<file path="src/rtl/ow_pkg.sv">
package ow_pkg;

    typedef enum logic [2:0] {
        OP_BUS_RESET = 3'd0,
        OP_WR_BIT    = 3'd1,
        OP_RD_BIT    = 3'd2,
        OP_WR_BYTE   = 3'd3,
        OP_RD_BYTE   = 3'd4
    } op_e;

    typedef enum logic [2:0] {
        PH_IDLE,
        PH_PRE,
        PH_LOW,
        PH_REL,
        PH_TAIL
    } phase_e;

    // phase durations in microsecond ticks
    typedef struct packed {
        logic [15:0] lo_one;     // low time, write 1 and read slots
        logic [15:0] rel_one;    // release time after a written 1
        logic [15:0] lo_zero;    // low time, write 0
        logic [15:0] rel_zero;   // release time after a written 0
        logic [15:0] smp_wait;   // release to sample, read slot
        logic [15:0] rd_tail;    // recovery after a read sample
        logic [15:0] pre_wait;   // delay ahead of a bus reset
        logic [15:0] rst_low;    // bus reset low time
        logic [15:0] pres_wait;  // release to presence sample
        logic [15:0] rst_tail;   // recovery after presence sample
    } slot_tmg_t;

    localparam slot_tmg_t TMG_STD = '{
        lo_one: 16'd6, rel_one: 16'd64, lo_zero: 16'd60, rel_zero: 16'd10,
        smp_wait: 16'd9, rd_tail: 16'd55, pre_wait: 16'd0,
        rst_low: 16'd480, pres_wait: 16'd70, rst_tail: 16'd410
    };

    // overdrive: fractional ideal values floored to whole microseconds
    localparam slot_tmg_t TMG_OD = '{
        lo_one: 16'd1, rel_one: 16'd7, lo_zero: 16'd7, rel_zero: 16'd2,
        smp_wait: 16'd1, rd_tail: 16'd7, pre_wait: 16'd2,
        rst_low: 16'd70, pres_wait: 16'd8, rst_tail: 16'd40
    };

    function automatic slot_tmg_t pick_tmg(input logic od);
        return od ? TMG_OD : TMG_STD;
    endfunction

    function automatic logic op_known(input logic [2:0] code);
        return code <= 3'd4;
    endfunction

endpackage

</file>
<file path="src/rtl/ow_tick_gen.sv">
module ow_tick_gen #(
    parameter int CLKS_PER_US = 250
) (
    input  logic clk,
    input  logic rst,
    input  logic run,
    output logic tick
);
    localparam int DIV_W = (CLKS_PER_US > 1) ? $clog2(CLKS_PER_US) : 1;
    localparam logic [DIV_W-1:0] LAST = DIV_W'(CLKS_PER_US - 1);

    logic [DIV_W-1:0] div_q;

    // held at zero while idle so the first tick lands a full period after start
    always_ff @(posedge clk) begin
        if (rst || !run)       div_q <= '0;
        else if (div_q == LAST) div_q <= '0;
        else                   div_q <= div_q + 1'b1;
    end

    assign tick = run && (div_q == LAST);
endmodule

</file>
<file path="src/rtl/ow_sync.sv">
module ow_sync #(
    parameter int STAGES = 2
) (
    input  logic clk,
    input  logic rst,
    input  logic d,
    output logic q
);
    logic [STAGES-1:0] chain_q;

    // idle line rests high through the pull-up
    always_ff @(posedge clk) begin
        if (rst) chain_q <= '1;
        else     chain_q <= {chain_q[STAGES-2:0], d};
    end

    assign q = chain_q[STAGES-1];
endmodule

</file>
<file path="src/rtl/ow_slot_seq.sv">
module ow_slot_seq
    import ow_pkg::*;
#(
    parameter int BYTE_W = 8
) (
    input  logic              clk,
    input  logic              rst,
    input  logic              start,
    input  logic [2:0]        op_code,
    input  logic [BYTE_W-1:0] wr_byte,
    input  slot_tmg_t         tmg,
    input  logic              tick,
    input  logic              line_s,
    output logic              busy,
    output logic              done,
    output logic              presence,
    output logic [BYTE_W-1:0] rd_byte,
    output logic              line_oe
);
    localparam int CNT_W = (BYTE_W > 1) ? $clog2(BYTE_W) : 1;
    localparam logic [CNT_W-1:0] LAST_BIT = CNT_W'(BYTE_W - 1);

    phase_e            ph_q;
    op_e               op_q;
    logic [BYTE_W-1:0] sh_q;
    logic [CNT_W-1:0]  bit_q;
    logic [15:0]       tcnt_q;
    logic              smp_q;

    logic        is_rst, is_wr, is_byte, expire;
    logic [15:0] dur;

    assign is_rst  = (op_q == OP_BUS_RESET);
    assign is_wr   = (op_q == OP_WR_BIT) || (op_q == OP_WR_BYTE);
    assign is_byte = (op_q == OP_WR_BYTE) || (op_q == OP_RD_BYTE);

    always_comb begin
        unique case (ph_q)
            PH_PRE:  dur = tmg.pre_wait;
            PH_LOW:  dur = is_rst ? tmg.rst_low :
                           (is_wr && !sh_q[0]) ? tmg.lo_zero : tmg.lo_one;
            PH_REL:  dur = is_rst ? tmg.pres_wait :
                           !is_wr ? tmg.smp_wait :
                           sh_q[0] ? tmg.rel_one : tmg.rel_zero;
            PH_TAIL: dur = is_rst ? tmg.rst_tail : tmg.rd_tail;
            default: dur = 16'd0;
        endcase
    end

    assign expire = (dur == 16'd0) || (tick && (tcnt_q == dur - 16'd1));

    always_ff @(posedge clk) begin
        if (rst) begin
            ph_q     <= PH_IDLE;
            op_q     <= OP_BUS_RESET;
            sh_q     <= '0;
            bit_q    <= '0;
            tcnt_q   <= '0;
            smp_q    <= 1'b1;
            done     <= 1'b0;
            presence <= 1'b0;
            rd_byte  <= '0;
        end else begin
            done <= 1'b0;
            if (ph_q == PH_IDLE) begin
                if (start && op_known(op_code)) begin
                    op_q   <= op_e'(op_code);
                    sh_q   <= wr_byte;
                    bit_q  <= '0;
                    tcnt_q <= '0;
                    // a zero pre-wait costs no cycle at all
                    ph_q   <= (op_e'(op_code) == OP_BUS_RESET && tmg.pre_wait != 16'd0)
                              ? PH_PRE : PH_LOW;
                end
            end else if (!expire) begin
                tcnt_q <= tcnt_q + {15'd0, tick};
            end else begin
                tcnt_q <= '0;
                unique case (ph_q)
                    PH_PRE: ph_q <= PH_LOW;
                    PH_LOW: ph_q <= PH_REL;
                    PH_REL: begin
                        if (is_wr) begin
                            sh_q <= sh_q >> 1;
                        end else if (is_rst) begin
                            smp_q <= line_s;
                        end else begin
                            sh_q <= {line_s, sh_q[BYTE_W-1:1]};
                        end
                        if (!is_wr) ph_q <= PH_TAIL;
                    end
                    default: ;
                endcase
                // end of a slot: write after release, others after recovery
                if ((ph_q == PH_REL && is_wr) || ph_q == PH_TAIL) begin
                    if (is_byte && bit_q != LAST_BIT) begin
                        bit_q <= bit_q + 1'b1;
                        ph_q  <= PH_LOW;
                    end else begin
                        ph_q <= PH_IDLE;
                        done <= 1'b1;
                        if (is_rst)
                            presence <= ~smp_q;
                        else if (op_q == OP_RD_BIT)
                            rd_byte <= {{(BYTE_W-1){1'b0}}, sh_q[BYTE_W-1]};
                        else if (op_q == OP_RD_BYTE)
                            rd_byte <= sh_q;
                    end
                end
            end
        end
    end

    assign busy    = (ph_q != PH_IDLE);
    assign line_oe = (ph_q == PH_LOW);

    AST_DONE_SINGLE: assert property (@(posedge clk) disable iff (rst)
        done |=> !done);
    AST_DONE_AFTER_WORK: assert property (@(posedge clk) disable iff (rst)
        done |-> $past(busy) && !busy);
    AST_RDATA_HOLD: assert property (@(posedge clk) disable iff (rst)
        !done |-> $stable(rd_byte));
    AST_PRES_HOLD: assert property (@(posedge clk) disable iff (rst)
        !done |-> $stable(presence));
    AST_START_IGNORED: assert property (@(posedge clk) disable iff (rst)
        (busy && start) |=> $stable(op_q));
    AST_PULL_IN_OP: assert property (@(posedge clk) disable iff (rst)
        $rose(line_oe) |-> $past(busy) || $past(start));
endmodule

</file>
<file path="src/rtl/ow_master.sv">
module ow_master
    import ow_pkg::*;
#(
    parameter int CLKS_PER_US = 250,
    parameter int BYTE_W      = 8,
    parameter int SYNC_STAGES = 2
) (
    input  logic              clk,
    input  logic              rst,
    input  logic              start,
    input  logic [2:0]        op_code,
    input  logic [BYTE_W-1:0] wr_byte,
    input  logic              speed_od,
    output logic              busy,
    output logic              done,
    output logic              presence,
    output logic [BYTE_W-1:0] rd_byte,
    output logic              bus_pull,
    input  logic              bus_in
);
    logic      spd_q;
    logic      tick;
    logic      line_s;
    slot_tmg_t tmg;

    // speed is frozen for the length of an operation
    always_ff @(posedge clk) begin
        if (rst)        spd_q <= 1'b0;
        else if (!busy) spd_q <= speed_od;
    end

    // at the start edge the live input decides the first phase
    assign tmg = pick_tmg(busy ? spd_q : speed_od);

    ow_tick_gen #(.CLKS_PER_US(CLKS_PER_US)) tick_i (
        .clk(clk), .rst(rst), .run(busy), .tick(tick)
    );

    ow_sync #(.STAGES(SYNC_STAGES)) sync_i (
        .clk(clk), .rst(rst), .d(bus_in), .q(line_s)
    );

    ow_slot_seq #(.BYTE_W(BYTE_W)) seq_i (
        .clk(clk), .rst(rst), .start(start), .op_code(op_code),
        .wr_byte(wr_byte), .tmg(tmg), .tick(tick), .line_s(line_s),
        .busy(busy), .done(done), .presence(presence), .rd_byte(rd_byte),
        .line_oe(bus_pull)
    );

    AST_SPEED_FROZEN: assert property (@(posedge clk) disable iff (rst)
        (busy && $past(busy)) |-> $stable(spd_q));
    AST_IDLE_RELEASED: assert property (@(posedge clk) disable iff (rst)
        (!busy && !$past(busy)) |-> !bus_pull);
endmodule

</file>
<file path="config.mk">
export PLATFORM = sky130hd
export DESIGN_NAME = ow_master
export DESIGN_NICKNAME = d
export VERILOG_FILES = /design/src/rtl/ow_pkg.sv /design/src/rtl/ow_tick_gen.sv /design/src/rtl/ow_sync.sv /design/src/rtl/ow_slot_seq.sv /design/src/rtl/ow_master.sv
export SDC_FILE = /design/constraint.sdc
export NUM_CORES = 1
export LEC_CHECK = 0
export BUFFER_PORTS_ARGS = -buffer_cell sky130_fd_sc_hd__buf_2
export CORE_MARGIN = 2
export CORE_UTILIZATION = 55
export CTS_CLUSTER_DIAMETER = 40
export DETAILED_ROUTE_END_ITERATION = 6
export PLACE_DENSITY = 0.75
export SETUP_SLACK_MARGIN = 0.05
export SKIP_LAST_GASP = 1
export SLEW_MARGIN = 20
export SYNTH_ARGS = -nofsm -noshare
export SYNTH_HDL_FRONTEND = slang
export SYNTH_SLANG_ARGS = --single-unit
</file>
<file path="constraint.sdc">
create_clock -name clk -period 4 [get_ports clk]
set_input_delay 0.4 -clock clk [delete_from_list [all_inputs] [get_ports clk]]
set_output_delay 0.4 -clock clk [all_outputs]
set_load 0.01 [all_outputs]
</file>
==> results of run 1 <==
Yosys cell counts (all sizes together) (3+ instances only):
| cell type | n | area share [%] |
|---|---|---|
| nor3b | 5 | 1.2 |
| buf | 12 | 1.7 |
| a21oi | 26 | 3.7 |
| nand4 | 9 | 1.6 |
| nand3 | 19 | 2.7 |
| o21ai | 25 | 3.6 |
| nor3 | 16 | 2.3 |
| and3 | 4 | 0.71 |
| nor2b | 13 | 2.3 |
| o211ai | 4 | 0.85 |
| a32oi | 8 | 2.0 |
| a31oi | 3 | 0.53 |
| nor4 | 7 | 2.4 |
| or2 | 4 | 0.71 |
| clkbuf | 16 | 1.7 |
| dfxtp | 55 | 31 |
| o2bb2ai | 7 | 1.7 |
| nand2b | 4 | 0.71 |
| ha | 13 | 4.6 |
| xor2 | 8 | 2.0 |
| or3 | 6 | 1.1 |
| nand2 | 66 | 7.1 |
| nor2 | 37 | 3.9 |
| mux2 | 9 | 2.9 |
| xnor2 | 14 | 3.5 |
| o31ai | 3 | 0.92 |
| mux2i | 9 | 2.6 |
| a211oi | 5 | 1.1 |
| inv | 13 | 1.4 |
layout by cell type (no fill, tap or decap), types with 5 or more instances in the layout:
master    instances
xnor2_1          14
nand3_1          19
inv_1            11
ha_1              9
buf_2            27
dfxtp_1          53
mux2i_1           9
clkbuf_8          5
a21oi_1          24
nor2b_1          13
nor3_1           13
buf_4            41
or3_1             6
xor2_1            8
nor2_1           35
mux2_2            7
nand2_1          65
o21ai_0          23
a32oi_1           8
nand4_1           9
cell families (layout without fill, tap and decap cells):
| family | after synthesis | in the layout |
|---|---|---|
| and+or+nand+nor | 203 | 203 |
| AOI/OAI and AO/OA | 93 | 93 |
| DFF | 55 | 55 |
| buffers and inverters | 41 | 92 |
| xor gates and xnor gates | 22 | 22 |
| muxes | 18 | 18 |
| adders and majority gates | 13 | 13 |
critical path, delay by kind of cell, from the launching register on:
kind            cells  cell delay (ps)
flops               1              380
buf+inv             1              170
simple gates        9             1740
xor+xnor            1              130
compound gates      5             1090
fa+ha+maj           2              420
worst max path at each step:
stage             startpoint               end  slack [ps]  cells after the start
2_1_floorplan       speed_od  seq_i.rd_byte[0]         -30                     19
3_3_place_gp        speed_od  seq_i.rd_byte[7]         -20                     20
3_5_place_dp        speed_od    seq_i.bit_q[0]        -140                     20
4_1_cts        seq_i.ph_q[2]  seq_i.rd_byte[4]          30                     19
5_1_grt        seq_i.ph_q[2]  seq_i.rd_byte[0]        -180                     18
6_report       seq_i.ph_q[2]  seq_i.rd_byte[0]          10                     18
through the flow:
stage	TNS, ps	instance area, um^2
detailed placement	-2980	3985
global placement	-124.1	3985
global route	-4103	4254
floorplan	-35.95	3612
finish	0	4254
CTS	0	4188
layout make-up:
| cell class | count | share of cell area, % |
|---|---|---|
| inverters | 13 | 1.265 |
| repair buffers | 71 | 11.21 |
| flip-flops and latches | 55 | 26.06 |
| well taps | 77 | 2.265 |
| multi-input cells | 349 | 57.12 |
| clock inverters | 2 | 0.3824 |
| clock buffers | 6 | 1.706 |
state kept, by name (all words and copies together), names as in the netlist:
signal	flops
seq_i.sh_q	8
seq_i.rd_byte	8
tick_i.div_q	8
seq_i.ph_q	3
sync_i.chain_q	2
seq_i.smp_q	1
seq_i.tcnt_q	16
seq_i.presence	1
seq_i.done	1
seq_i.bit_q	3
seq_i.op_q	3
spd_q	1
power groups by stage:
stage / clock, uW / combinational [uW] / sequential (uW)
final: 314 / 1510 / 633
after floorplan: 0 / 960 / 635
after global routing: 344 / 1640 / 638
after CTS: 320 / 1450 / 626
after detailed placement: 0 / 1350 / 637
after global placement: 0 / 1310 / 634
metal layers:
layer | wire length (um) | part of all wire, % | GRT usage (%)
met5 | 0 | 0 | 0
met4 | 143 | 1.6 | 8.944
met3 | 487 | 5.3 | 2.950
met2 | 4544 | 50 | 44.95
met1 | 3947 | 43 | 35.81
what timing repair did:
action | 4_1_cts | 5_1_grt
endpoints found under the setup margin | 37 | 41
hold buffers | 0 | 0
gates cloned | 0 | 0
setup buffers | 7 | 2
pin swaps | 7 | 3
resized for setup | 13 | 10
==> run_results.csv, run 1 <==
group,metric,value,unit
outcome,status,"complete, no violations",
final_layout,syn_to_final_growth,20.44,%
global_routing,grt_first_pass_wirelength,15.86,mm
final_layout,final_cells,573,
hold_path,hold_path.startpoint,"bus_in",
setup_path,crit_fanout,5,
floorplan,die_x,84.14,um
floorplan,initial_core_util,56.27,%
logic_synthesis,synth_enable_flop_cells,0,
global_routing,first_global_vias,3373,
place,hpwl,6.581,mm
logic_synthesis,postSynthRegisterBits,55,
setup_path,cp_data_required_time,4260,ps
power,pwr-share-seq,25.8,%
final_layout,insertedDiodeCount,0,
logic_synthesis,synthMuxAreaShare,5.420,%
timing,finalSetupViolCount,0,
timing,fin_skew,8.039,ps
timing,layout_min_cycle_time,3988,ps
logic_synthesis,synth_top_family_by_area,"simple AND/OR/NAND/NOR gates",
place,place_inst,556,
logic_synthesis,yosys_warnings,0,
timing,grt_setup_unrepaired,"true",
logic_synthesis,synth_ff_type,"dfxtp_1",
logic_synthesis,async_flop_share,0,%
clock_tree,cts_sinks,55,
route,drtIter0Drc,325,
setup_path,setup.worst_path.start_class,"flop",
floorplan,die_y,84.14,um
logic_synthesis,synth-xor-area-share,5.455,%
floorplan,die_area,7079,um^2
timing,worstMarginPinSlew,601.6,ps
timing,clock.fmax,250.8,MHz
clock_tree,cts_buffers,5,
global_routing,antenna_found_initial,0,
setup_path,end_kind,"flop",
setup_path,crit_top_cell,"nor2_1",
clock_tree,cts-root-buf,"clkbuf_8",
logic_synthesis,synth_fp_nets,474,
route,final_antenna_net_count,0,
clock_tree,clock_latency,310,ps
logic_synthesis,synth_cell_types,60,
route,drc,0,
logic_synthesis,avgSynthCellArea,7.937,um^2
final_layout,multi_input_area,2430,um^2
clock_tree,cts_htree_levels,2,
run,max-cap-violations,0,
hold_path,hold_depth,2,
power,internal-power,1334,uW
setup_path,cpPeakStageDelay,540,ps
setup_path,critPathArrivalTime,4240,ps
final_layout,fin_util,67.77,%
power,leakage,0.001628,uW
global_routing,grt_overflow,0,
power,p_switching,1123,uW
place,gp_congestion,0.9304,
clock_tree,clk_path_buf_depth,2,
setup_path,worstReg2RegStart,"seq_i.ph_q[2]",
logic_synthesis,synth_cells,445,
final_layout,layout-drive-gt1-share,26.41,%
timing,hold_viol_final,0,
final_layout,nNetsFinal,524,
clock_tree,cts_tree,"done",
logic_synthesis,synth-simple-area-share,29.86,%
final_layout,register_area,1109,um^2
timing,finalMaxSlewViolations,0,
logic_synthesis,synthAdderAreaFrac,4.605,%
logic_synthesis,synth_compound_gate_area_share,18.70,%
final_layout,final.fill_count,508,
logic_synthesis,netlist_area,3532,um^2
global_routing,grt_use_total,26.71,%
route,dr.pass1.iters,5,
power,power.share.switching,45.72,%
floorplan,core_area,6277,um^2
place,pre_cts_ws,-143.5,ps
floorplan,ios,28,
power,ir_drop,0.4021,mV
setup_path,path_cells,"or4b_4 -> and2_4 -> ha_4 -> nor4bb_2 -> a211oi_2 -> a21oi_1 -> nor2_1 -> nand2_2 -> nor3_2 -> ha_1 -> xnor2_1 -> nor2_1 -> nand4_1 -> nor4_4 -> o311ai_4 -> a2111oi_4 -> buf_4 -> o221a_1",
route,vias,3453,
setup_path,rrSetupSlack,10,ps
clock_tree,clkTransAtPathRegs,100,ps
hold_path,hp-class,"in -> reg",
global_routing,grt_max_degree,31,
setup_path,regToRegEndpoint,"seq_i.rd_byte[0]",
timing,whs,269.3,ps
power,power_frac_comb,61.5,%
hold_path,hold_end,"sync_i.chain_q[0]",
setup_path,crit_slowest_cell,"or4b_4",
power,power,2457,uW
timing,relSlewSlack,59.85,%
route,wl_per_cell,15.92,um
setup_path,crit_type,"reg -> reg",
power,p_per_area,577.6,nW/um^2
route,routed_wl,9.122,mm
timing,fin_crit_sh,99.70,%
timing,setup_slack,12.00,ps
floorplan,std_cell_rows,29,
setup_path,rr_worst_depth,18,
power,clkPwrFrac,12.8,%
place,port-buffer-count,27,
route,viasPerCell,6.026,
logic_synthesis,ys_seq_area_share,31.17,%
No activity file was read; power rests on OpenSTA's default activity.
==> run 2, diff against run 1 <==
--- a/config.mk
+++ b/config.mk
@@ -5,7 +5,7 @@
 export SDC_FILE = /design/constraint.sdc
 export NUM_CORES = 1
 export LEC_CHECK = 0
-export BUFFER_PORTS_ARGS = -buffer_cell sky130_fd_sc_hd__buf_2
+export BUFFER_PORTS_ARGS = -buffer_cell sky130_fd_sc_hd__clkbuf_2
 export CORE_MARGIN = 2
 export CORE_UTILIZATION = 55
 export CTS_CLUSTER_DIAMETER = 40
@@ -13,7 +13,6 @@
 export PLACE_DENSITY = 0.75
 export SETUP_SLACK_MARGIN = 0.05
 export SKIP_LAST_GASP = 1
-export SLEW_MARGIN = 20
 export SYNTH_ARGS = -nofsm -noshare
 export SYNTH_HDL_FRONTEND = slang
 export SYNTH_SLANG_ARGS = --single-unit
==> run_results.csv, run 2 (synthesis gave the netlist of run 1 again) <==
group,metric,value,unit
route,dr.pass1.iters,5,
place,gp_congestion,0.9107,
route,wl_per_cell,16.14,um
power,power,2593,uW
route,drc,0,
setup_path,crit_slowest_cell,"or4b_4",
timing,whs,271.1,ps
setup_path,crit_top_cell,"buf_4",
timing,setup_slack,-132.0,ps
final_layout,final.fill_count,526,
place,place_inst,556,
floorplan,die_x,84.14,um
timing,grt_setup_unrepaired,"true",
place,hpwl,6.401,mm
setup_path,end_kind,"flop",
global_routing,antenna_found_initial,0,
clock_tree,cts_tree,"done",
setup_path,critPathArrivalTime,4370,ps
final_layout,final_cell_mix,"nand2_1, dfxtp_1, buf_4",
timing,clock.fmax,242.0,MHz
floorplan,die_area,7079,um^2
run,max-cap-violations,0,
final_layout,nNetsFinal,534,
global_routing,grt_use_total,26.00,%
setup_path,cpPeakStageDelay,530,ps
route,final_antenna_net_count,0,
setup_path,crit_type,"reg -> reg",
global_routing,first_global_vias,3398,
floorplan,ios,28,
global_routing,grt_max_degree,31,
setup_path,path_buf_inv,12,
clock_tree,cts_buffers,5,
final_layout,final_common_cell,"nand2_1",
clock_tree,ctsHoldBuffers,0,
timing,finalSetupTns,-2478,ps
floorplan,initial_core_util,56.27,%
timing,fin_skew,6.619,ps
timing,layout_min_cycle_time,4132,ps
final_layout,regMostFlops,"seq_i.tcnt_q",
clock_tree,cts_htree_levels,2,
global_routing,grt_first_pass_wirelength,15.56,mm
clock_tree,cts-root-buf,"clkbuf_8",
outcome,status,"finished, violations left",
global_routing,grt_overflow,0,
clock_tree,cts_sinks,55,
final_layout,largest_register_ffs,16,
timing,hold_viol_final,0,
route,drtIter0Drc,284,
floorplan,core_area,6277,um^2
final_layout,layout-drive-gt1-share,28.12,%
clock_tree,clk_path_buf_depth,2,
power,p_per_area,597.6,nW/um^2
setup_path,cp_data_required_time,4240,ps
clock_tree,clkTransAtPathRegs,100,ps
clock_tree,clock_latency,310,ps
final_layout,insertedDiodeCount,0,
timing,worstMarginPinSlew,627.5,ps
setup_path,path_cells,"or4b_4 -> buf_4 -> and4_1 -> o32ai_2 -> nor4_4 -> buf_4 -> buf_4 -> buf_4 -> buf_4 -> buf_4 -> buf_4 -> buf_4 -> buf_4 -> buf_4 -> xnor2_1 -> nor2_2 -> o311ai_4 -> buf_4 -> buf_4 -> a211oi_2 -> mux2i_1",
route,vias,3550,
outcome,failed_checks,"setup timing",
final_layout,syn_to_final_growth,22.85,%
place,port-buffer-count,27,
power,leakage,0.001667,uW
setup_path,setup.worst_path.start_class,"flop",
floorplan,std_cell_rows,29,
route,routed_wl,9.393,mm
setup_path,critical-path-top-delay-family,"buffers and inverters",
floorplan,die_y,84.14,um
timing,fin_crit_sh,103.3,%
hold_path,hp-class,"in -> reg",
timing,relSlewSlack,58.16,%
place,pre_cts_ws,-154.3,ps
setup_path,crit_fanout,5,
final_layout,final_cells,582,
route,viasPerCell,6.100,
power,ir_drop,0.4446,mV
timing,finalSetupViolCount,35,
timing,finalMaxSlewViolations,0,
[run 2: changes by cell type in the layout (fill, tap and decap cells not counted), sizes merged]
| cell | delta |
|---|---|
| clkbuf | +26 |
| inv | -1 |
| bufinv | +1 |
| buf | -17 |
[run 2: stage by stage]
step	area, um^2	util, %
2_1_floorplan	3612	-
3_3_place_gp	3985	63.48
6_report	4339	69.13
5_1_grt	4339	69.13
3_5_place_dp	3985	63.48
4_1_cts	4212	67.09
[run 2: repair_timing]
item,4_1_cts,5_1_grt
pin swaps,9,18
gates cloned,0,1
endpoints found under the setup margin,37,41
buffers inserted,9,9
gates resized for setup,12,11
[run 2: cell type report]
cell class / instances / area (um^2) / share of cell area [%]
Multi-Input combinational cell: 349 / 2426 / 55.91
Clock inverter: 2 / 37.54 / 0.8651
Tap cell: 77 / 96.34 / 2.220
Timing Repair Buffer: 81 / 549.3 / 12.66
Sequential cell: 55 / 1110 / 25.58
Clock buffer: 5 / 68.82 / 1.586
Inverter: 13 / 51.30 / 1.182
[run 2: path summary, 6_finish.rpt]
| check | start | to | slack [ps] | cells past startpoint |
|---|---|---|---|---|
| worst min-delay path | bus_in | sync_i.chain_q[0] | 270 | 2 |
| worst min register to register | sync_i.chain_q[0] | sync_i.chain_q[1] | 420 | 1 |
| worst max-delay path | seq_i.ph_q[0] | seq_i.smp_q | -130 | 21 |
| worst max register to register | seq_i.ph_q[0] | seq_i.smp_q | -130 | 21 |
[run 2: report_power, final]
part           leakage, uW  switching (uW)  total (uW)  internal (uW)
Clock            0.0000502             188         371            183
Combinational      0.00117             926        1590            664
Sequential        0.000447            41.9         632            590
Total              0.00167            1160        2590           1440
[run 2: routing by layer]
| layer | track usage, % | vias to the layer above | share of wire [%] | wire, um |
|---|---|---|---|---|
| met2 | 42.28 | 169 | 48 | 4473 |
| met3 | 3.048 | 21 | 6.7 | 625 |
| met5 | 0 | - | 0 | 0 |
| li1 | - | 1717 | - | - |
| met4 | 9.091 | 0 | 1.8 | 170 |
| met1 | 35.83 | 1643 | 44 | 4124 |
==> run 3, diff against run 2 <==
--- a/config.mk
+++ b/config.mk
@@ -7,10 +7,10 @@
 export LEC_CHECK = 0
 export BUFFER_PORTS_ARGS = -buffer_cell sky130_fd_sc_hd__clkbuf_2
 export CORE_MARGIN = 2
-export CORE_UTILIZATION = 55
+export CORE_UTILIZATION = 60
 export CTS_CLUSTER_DIAMETER = 40
 export DETAILED_ROUTE_END_ITERATION = 6
-export PLACE_DENSITY = 0.75
+export PLACE_DENSITY = 0.78
 export SETUP_SLACK_MARGIN = 0.05
 export SKIP_LAST_GASP = 1
 export SYNTH_ARGS = -nofsm -noshare
==> constraint.sdc (replaced) <==
create_clock -name clk -period 4.2 [get_ports clk]
set_input_delay 0.42 -clock clk [delete_from_list [all_inputs] [get_ports clk]]
set_output_delay 0.42 -clock clk [all_outputs]
set_load 0.01 [all_outputs]
==> run_results.csv, run 3 (synthesis gave the netlist of run 1 again) <==
group,metric,value,unit
outcome,status,"finished, violations left",
outcome,failed_checks,"setup timing",
power,p_per_area,534.0,nW/um^2
place,placed_area,3821,um^2
final_layout,largest_register_ffs,16,
global_routing,grt_max_degree,31,
global_routing,grt_overflow,0,
final_layout,syn_to_final_growth,15.98,%
global_routing,antenna_found_initial,0,
timing,fin_skew,10.16,ps
floorplan,die_area,6517,um^2
timing,grt_setup_unrepaired,"true",
place,hpwl,6.205,mm
floorplan,ios,28,
route,routed_wl,8.753,mm
clock_tree,cts-root-buf,"clkbuf_8",
clock_tree,clock_latency,300,ps
run,max-cap-violations,0,
timing,whs,296.0,ps
floorplan,die_x,80.73,um
clock_tree,clkTransAtPathRegs,100,ps
final_layout,insertedDiodeCount,0,
final_layout,regMostFlops,"seq_i.tcnt_q",
floorplan,die_y,80.73,um
place,place_inst,538,
setup_path,cp_data_required_time,4410,ps
final_layout,nNetsFinal,510,
power,power,2188,uW
route,dr.pass1.iters,6,
route,drc,0,
floorplan,std_cell_rows,27,
timing,layout_min_cycle_time,4215,ps
timing,finalMaxSlewViolations,0,
power,ir_drop,0.4606,mV
route,final_antenna_net_count,0,
global_routing,grt_first_pass_wirelength,14.30,mm
timing,setup_slack,-14.77,ps
global_routing,grt_use_total,27.55,%
timing,clock.fmax,237.3,MHz
setup_path,end_kind,"flop",
setup_path,crit_fanout,7,
clock_tree,cts_tree,"done",
timing,relSlewSlack,57.43,%
floorplan,initial_core_util,62.99,%
route,drtIter0Drc,249,
place,gp_congestion,0.9187,
global_routing,first_global_vias,3148,
final_layout,final_cells,554,
power,leakage,0.001559,uW
hold_path,hp-class,"in -> reg",
timing,hold_viol_final,0,
clock_tree,clk_path_buf_depth,2,
timing,fin_crit_sh,100.4,%
final_layout,layout-drive-gt1-share,23.65,%
setup_path,setup.worst_path.start_class,"flop",
setup_path,critPathArrivalTime,4430,ps
clock_tree,cts_htree_levels,2,
place,port-buffer-count,27,
final_layout,final_cell_mix,"nand2_1, dfxtp_1, nor2_1",
clock_tree,ctsHoldBuffers,0,
final_layout,final_area,4096,um^2
setup_path,crit_type,"reg -> reg",
timing,finalSetupViolCount,6,
clock_tree,cts_buffers,5,
timing,worstMarginPinSlew,637.9,ps
route,vias,3387,
place,pre_cts_ws,-79.39,ps
route,wl_per_cell,15.80,um
floorplan,core_area,5608,um^2
final_layout,final_common_cell,"nand2_1",
route,viasPerCell,6.114,
clock_tree,cts_sinks,55,
## run 3: changes by cell type in the layout (fill, tap and decap cells not counted), sizes merged
cell and delta:
inv +1, bufinv -1, clkbuf +1, buf -24
## run 3: area by class of cell
cell class	count	area, um^2
multi-input combinational	349	2395
clock buffer	6	72.57
clock inverter	2	16.27
fill	434	1511
timing repair buffer	57	367.9
inverter	13	51.30
tap	72	90.09
sequential	55	1104
## run 3: per-layer routing
metal	vias to the layer above	wire [um]	GRT usage (%)
met2	114	4203	46.58
met4	0	148	8.814
met1	1593	3935	36.28
li1	1662	-	-
met3	18	465	3.933
met5	-	0	0
## run 3: worst paths after layout
| kind | from | to | slack [ps] | cells after the start |
|---|---|---|---|---|
| hold reg to reg | sync_i.chain_q[0] | sync_i.chain_q[1] | 420 | 1 |
| setup / recovery | seq_i.ph_q[1] | seq_i.rd_byte[5] | -10 | 19 |
| hold / removal | bus_in | sync_i.chain_q[0] | 300 | 2 |
| setup reg to reg | seq_i.ph_q[1] | seq_i.rd_byte[5] | -10 | 19 |
## run 3: what timing repair did
item / in CTS / in global routing
hold endpoints to repair: 0 / 0
buffers inserted: 1 / 7
setup endpoints to repair: 3 / 41
resized for setup: 1 / 24
pin swaps: 1 / 16
## run 3: per-stage QoR
step                      util, %  setup TNS, ps
after floorplan                 -              0
after detailed placement    68.14         -517.4
final                       73.05         -39.02
after CTS                   69.95              0
after global placement      68.14              0
after global routing        73.05          -2915
## run 3: worst max-delay path, stage by stage, from the launching register on
cell       delay (ps)
dfxtp_2           340
or4b_4            540
and2_4            190
inv_4              60
ha_4              120
nor2_2             30
a211oi_2          220
nor3_2             80
nor4_2            360
nand2_2           110
nor3_2            160
ha_1              280
xnor2_2           140
nor2_1            120
nand4_1           140
nor4_4            250
o311ai_4          220
a2111oi_4         470
buf_6             200
o2bb2ai_2          70
## run 3: report_power, final
| group | internal (uW) | total [uW] | switching, uW |
|---|---|---|---|
| registers | 561 | 601 | 40.0 |
| clock network | 120 | 294 | 174 |
| logic | 493 | 1290 | 800 |
| total | 1170 | 2190 | 1010 |
